===== src/rtl/cmdbuf_pkg.sv =====
package cmdbuf_pkg;

    localparam int DEF_DATA_W = 28;
    localparam int DEF_NUM_CS = 2;

    // Live (never frozen) group for each pin arrangement.
    localparam logic [DEF_DATA_W-1:0] DEF_LIVE_MASK_A = 28'h000F000; // bits 12..15
    localparam logic [DEF_DATA_W-1:0] DEF_LIVE_MASK_B = 28'h02A8000; // bits 15,17,19,21

    typedef enum logic {
        MAP_A = 1'b0,
        MAP_B = 1'b1
    } map_mode_e;

    typedef struct packed {
        logic hold;        // gated bits keep their value this edge
        logic load_gated;  // gated bits take their input this edge
    } gate_ctl_t;

    function automatic map_mode_e decode_map(input logic map_b);
        return map_b ? MAP_B : MAP_A;
    endfunction

    function automatic gate_ctl_t make_gate_ctl(input logic gate_en,
                                                input logic all_idle);
        gate_ctl_t c;
        c.hold       = gate_en & all_idle;
        c.load_gated = ~c.hold;
        return c;
    endfunction

endpackage


===== src/rtl/cmdbuf_map_sel.sv =====
module cmdbuf_map_sel
    import cmdbuf_pkg::*;
#(
    parameter int                DATA_W      = DEF_DATA_W,
    parameter logic [DATA_W-1:0] LIVE_MASK_A = DEF_LIVE_MASK_A,
    parameter logic [DATA_W-1:0] LIVE_MASK_B = DEF_LIVE_MASK_B
) (
    input  logic              map_b,
    output map_mode_e         mode,
    output logic [DATA_W-1:0] live_mask
);

    always_comb begin
        mode = decode_map(map_b);
        unique case (mode)
            MAP_A:   live_mask = LIVE_MASK_A;
            MAP_B:   live_mask = LIVE_MASK_B;
            default: live_mask = LIVE_MASK_A;
        endcase
    end

endmodule


===== src/rtl/cmdbuf_gate_ctl.sv =====
module cmdbuf_gate_ctl
    import cmdbuf_pkg::*;
#(
    parameter int NUM_CS = DEF_NUM_CS
) (
    input  logic              gate_en,
    input  logic [NUM_CS-1:0] cs_n,
    output gate_ctl_t         ctl
);

    logic all_idle;

    always_comb begin
        all_idle = &cs_n;
        ctl      = make_gate_ctl(gate_en, all_idle);
    end

endmodule


===== src/rtl/cmdbuf_bit_reg.sv =====
module cmdbuf_bit_reg (
    input  logic clk,
    input  logic rst_n,
    input  logic live,
    input  logic load_gated,
    input  logic d,
    output logic q
);

    always_ff @(posedge clk or negedge rst_n) begin
        if (!rst_n) begin
            q <= 1'b0;
        end else if (live || load_gated) begin
            q <= d;
        end
    end

endmodule


===== src/rtl/cmdbuf_cs_reg.sv =====
module cmdbuf_cs_reg
    import cmdbuf_pkg::*;
#(
    parameter int NUM_CS = DEF_NUM_CS
) (
    input  logic              clk,
    input  logic              rst_n,
    input  logic [NUM_CS-1:0] cs_n,
    output logic [NUM_CS-1:0] q
);

    always_ff @(posedge clk or negedge rst_n) begin
        if (!rst_n) begin
            q <= '0;
        end else begin
            q <= cs_n;
        end
    end

endmodule


===== src/rtl/cs_gated_cmd_buffer.sv =====
module cs_gated_cmd_buffer
    import cmdbuf_pkg::*;
#(
    parameter int                DATA_W      = DEF_DATA_W,
    parameter int                NUM_CS      = DEF_NUM_CS,
    parameter logic [DATA_W-1:0] LIVE_MASK_A = DEF_LIVE_MASK_A,
    parameter logic [DATA_W-1:0] LIVE_MASK_B = DEF_LIVE_MASK_B
) (
    input  logic              clk,
    input  logic              rst_n,
    input  logic              map_b,
    input  logic              gate_en,
    input  logic [NUM_CS-1:0] cs_n,
    input  logic [DATA_W-1:0] d_in,
    output logic [DATA_W-1:0] q_a,
    output logic [DATA_W-1:0] q_b,
    output logic [NUM_CS-1:0] qcs_a,
    output logic [NUM_CS-1:0] qcs_b
);

    localparam int NUM_COPIES = 2;

    map_mode_e         mode;
    logic [DATA_W-1:0] live_mask;
    gate_ctl_t         ctl;
    logic [DATA_W-1:0] q_reg;
    logic [NUM_CS-1:0] cs_q;

    cmdbuf_map_sel #(
        .DATA_W      (DATA_W),
        .LIVE_MASK_A (LIVE_MASK_A),
        .LIVE_MASK_B (LIVE_MASK_B)
    ) u_map (
        .map_b     (map_b),
        .mode      (mode),
        .live_mask (live_mask)
    );

    cmdbuf_gate_ctl #(
        .NUM_CS (NUM_CS)
    ) u_gate (
        .gate_en (gate_en),
        .cs_n    (cs_n),
        .ctl     (ctl)
    );

    generate
        for (genvar i = 0; i < DATA_W; i++) begin : g_bit
            cmdbuf_bit_reg u_bit (
                .clk        (clk),
                .rst_n      (rst_n),
                .live       (live_mask[i]),
                .load_gated (ctl.load_gated),
                .d          (d_in[i]),
                .q          (q_reg[i])
            );
        end
    endgenerate

    cmdbuf_cs_reg #(
        .NUM_CS (NUM_CS)
    ) u_cs (
        .clk   (clk),
        .rst_n (rst_n),
        .cs_n  (cs_n),
        .q     (cs_q)
    );

    // Output fan-out: each copy is driven from the single register.
    logic [NUM_COPIES-1:0][DATA_W-1:0] q_copy;
    logic [NUM_COPIES-1:0][NUM_CS-1:0] cs_copy;

    generate
        for (genvar c = 0; c < NUM_COPIES; c++) begin : g_copy
            assign q_copy[c]  = q_reg;
            assign cs_copy[c] = cs_q;
        end
    endgenerate

    assign q_a   = q_copy[0];
    assign q_b   = q_copy[1];
    assign qcs_a = cs_copy[0];
    assign qcs_b = cs_copy[1];

    // gated bits stay frozen across an edge with gating active
    a_r3_frozen_hold: assert property (@(posedge clk) disable iff (!rst_n)
        (gate_en && (&cs_n)) |=> $stable(q_a & ~live_mask));

    // any active chip select or gate disabled loads the whole word
    a_r4_full_load: assert property (@(posedge clk) disable iff (!rst_n)
        (!gate_en || !(&cs_n)) |=> (q_b == $past(d_in)));

    // live group follows its inputs on every edge
    a_r5_live_follow: assert property (@(posedge clk) disable iff (!rst_n)
        1'b1 |=> ((q_a & live_mask) == ($past(d_in) & live_mask)));

    // chip-select pass-through never freezes
    a_r6_cs_follow: assert property (@(posedge clk) disable iff (!rst_n)
        1'b1 |=> (qcs_b == $past(cs_n)));

endmodule


===== config.mk =====
export PLATFORM = sky130hd
export DESIGN_NAME = cs_gated_cmd_buffer
export DESIGN_NICKNAME = d
export VERILOG_FILES = /design/src/rtl/cmdbuf_pkg.sv /design/src/rtl/cmdbuf_map_sel.sv /design/src/rtl/cmdbuf_gate_ctl.sv /design/src/rtl/cmdbuf_bit_reg.sv /design/src/rtl/cmdbuf_cs_reg.sv /design/src/rtl/cs_gated_cmd_buffer.sv
export SDC_FILE = /design/constraint.sdc
export NUM_CORES = 1
export LEC_CHECK = 0
export ABC_AREA = 1
export BUFFER_PORTS_ARGS = -buffer_cell sky130_fd_sc_hd__buf_2
export CORE_UTILIZATION = 42
export DETAILED_ROUTE_END_ITERATION = 10
export GPL_TIMING_DRIVEN = 0
export HOLD_SLACK_MARGIN = 0.06
export MAX_ROUTING_LAYER = met4
export PLACE_DENSITY = 0.79
export SYNTH_ARGS = -nofsm -noshare
export SYNTH_HDL_FRONTEND = slang
export SYNTH_HIERARCHICAL = 1
export SYNTH_SLANG_ARGS = --single-unit

===== constraint.sdc =====
create_clock -name clk -period 1 [get_ports clk]
set_clock_uncertainty 0.15 [all_clocks]
set_input_delay 0.2 -clock clk [delete_from_list [all_inputs] [get_ports clk]]
set_output_delay 0.2 -clock clk [all_outputs]
set_load 0.03 [all_outputs]

==> impl_results.md <==
* Status: complete, but fails checks
* Failing checks: negative hold slack, negative setup slack
* Final slew viol count at 0
* Crit end category: output pin
* Routed Antenna Nets at 0
* Worst hold margin at -0.199 ns
* Worst R2R Start: g_bit[13].u_bit/q$_DFFE_PN0P_
* Critical path startpoint: g_bit[13].u_bit/q$_DFFE_PN0P_
* GPL Wtd Cong at 0.676
* FILL cells at about 150
* Io pins at 94
* Detailed Routing Iterations Pass 1 at 4
* Clock Power Share at 26.0%
* P_int at 0.00259 W
* Tot GR Track Use at 28.3%
* WL/cell at 17.2 um
* Sw frac at 33.3%
* Vias in the first global route at 1838
* Seq pwr share at between 30% and 40%
* Hpwl dp at between 2000 and 2500 um
* Initial antenna violation count at 0
* CTS Hold Bufs at 30
* Syn. warnings at 6
* Initial Util at between 40 and 50%
* Pre-CTS WS at -0.451 ns
* Final critical-path setup slack at -0.333 ns
* Vias at 2054
* Worst slew pin tran at 0.667 ns
* Die span in y at 64.7 um
* TNS Setup at -15.67 ns
* Number of hold violations in the final report at 30
* Global-route wire length before repair at 8700 um
* Clk sink count at 30
* Die X at ~65 um
* Critical path type: register to output pin
* Core ar. at approximately 3700 um^2
* Worst path arrival time at 0.98 ns
* Logic pwr share at 37.9%
* Placement Cell Area at 2270 um^2
* Post-layout util at 91.4%
* Peak supply drop at 876 uV
* Total Die Area at 4180 um^2
* Port bufs at 93
* CP required at 0.65 ns
* Max Freq at 0.750 GHz
* Gr ovfl total at 0
* Row count at 22
* Largest net degree at the start of global routing at 31
* Max reg flops at 28
* Cell area after layout at about 3400 um^2
* H-tree Lvls at 2
* Worst Path Max Fanout at 3
* Slack of the worst reg-to-reg path at -0.05 ns
* Worst-path clk slew at 0.06 ns
* Share of layout cells above drive strength 1 at 50.9%
* R2R depth at 3
* Ant diodes at 0
* Final nets at between 400 and 500
* Syn-to-layout area delta at 106%
* Vias per inst at 4.88
* Lkg Pwr at 1.74 nW
* Max-Cap Viols at 0
* Sw power at between 0.001 and 0.0015 W
* Latest clock arrival within the worst-skew pair at 0.28 ns
* Clock buffer depth at 2
* RR Endpoint: g_bit[13].u_bit/q$_DFFE_PN0P_
* Slew HR at between 50% and 60%
* Setup violators final at 65
* Hold crit path type: primary input to asynchronous set/reset pin
* CTS Buf Count at 5
* Power per cell area at roughly 1100 nW/um^2
* Synth Cell Area at 1650 um^2
* Synthesized instance count at 203
* DRC Markers at 0
* Clock Tree Root: clkbuf_8
* Syn Area/Cell at around 8 um^2
* CTS tree: done
* Period Utilization, post-route at 133%
* Shortest period the worst path allows at between 1 and 1.5 ns
* RSZ-0062 raised after global routing: yes
* DRT iter0 DRCs at 150
* Crit start category: register
* Crit path capture: q_b[13]
* Final wirelength at 7250 um
layout by cell type (no fill, tap or decap), drive strengths merged:
cell / n
clkbuf: 8
conb: 22
buf: 162
o21ai: 28
clkinv: 1
inv: 1
dlymetal6s4s: 2
dfrtp: 30
nand2: 56
nor2: 28
dlygate4sd3: 28
nand3: 7
power by group through the flow:
stage / combinational, W / sequential [W] / clock [W]
detailed placement: 0.000913 / 0.00138 / 0
finish: 0.00147 / 0.00140 / 0.00101
CTS: 0.00128 / 0.00138 / 0.000998
floorplan: 0.000480 / 0.00154 / 0
global placement: 0.000900 / 0.00138 / 0
global route: 0.00153 / 0.00141 / 0.00107
worst min path at each step:
| stage | start | to | cells after the start |
|---|---|---|---|
| floorplan | rst_n | g_bit[0].u_bit/q$_DFFE_PN0P_ | 0 |
| global placement | rst_n | g_bit[2].u_bit/q$_DFFE_PN0P_ | 1 |
| detailed placement | rst_n | g_bit[14].u_bit/q$_DFFE_PN0P_ | 1 |
| CTS | rst_n | g_bit[14].u_bit/q$_DFFE_PN0P_ | 1 |
| global route | rst_n | g_bit[14].u_bit/q$_DFFE_PN0P_ | 1 |
| finish | rst_n | g_bit[13].u_bit/q$_DFFE_PN0P_ | 1 |
stage by stage:
stage                     hold WS, ns  cells  power (W)
after detailed placement        0.119    364    0.00229
after global placement          0.128    364    0.00228
after floorplan                -0.246    223    0.00202
after global routing           -0.150    421    0.00401
final                          -0.199    421    0.00388
after CTS                      -0.175    413    0.00366
repair_timing:
item	in CTS	in global routing
cloned	1	5
pin swaps	1	14
setup buffers	10	6
gates resized for setup	131	46
endpoints found under the setup margin	87	82
hold endpoints to repair	60	30
cell type report:
type | instances | area [um^2] | share of cell area, %
Multi-Input combinational cell | 141 | 698 | 20.6
Buffer | 57 | 541 | 15.9
Tap cell | 48 | 60.1 | 1.77
Inverter | 1 | 3.75 | 0.111
Clock inverter | 1 | 5.00 | 0.147
Sequential cell | 30 | 754 | 22.2
Clock buffer | 7 | 86.3 | 2.54
Timing Repair Buffer | 136 | 1250 | 36.7
worst max-delay path: stages, from the launching register on:
cell     delay (ns)
dfrtp_1        0.44
buf_6          0.14
buf_6          0.12
layer usage:
metal	wire length [um]	vias up	global-route usage, %
met5	0	-	-
met4	221	0	9.72
met3	537	27	5.99
met2	3890	122	51.2
met1	2610	994	30.6
li1	-	911	-
Note: power is estimated with default switching activity, not from simulation.
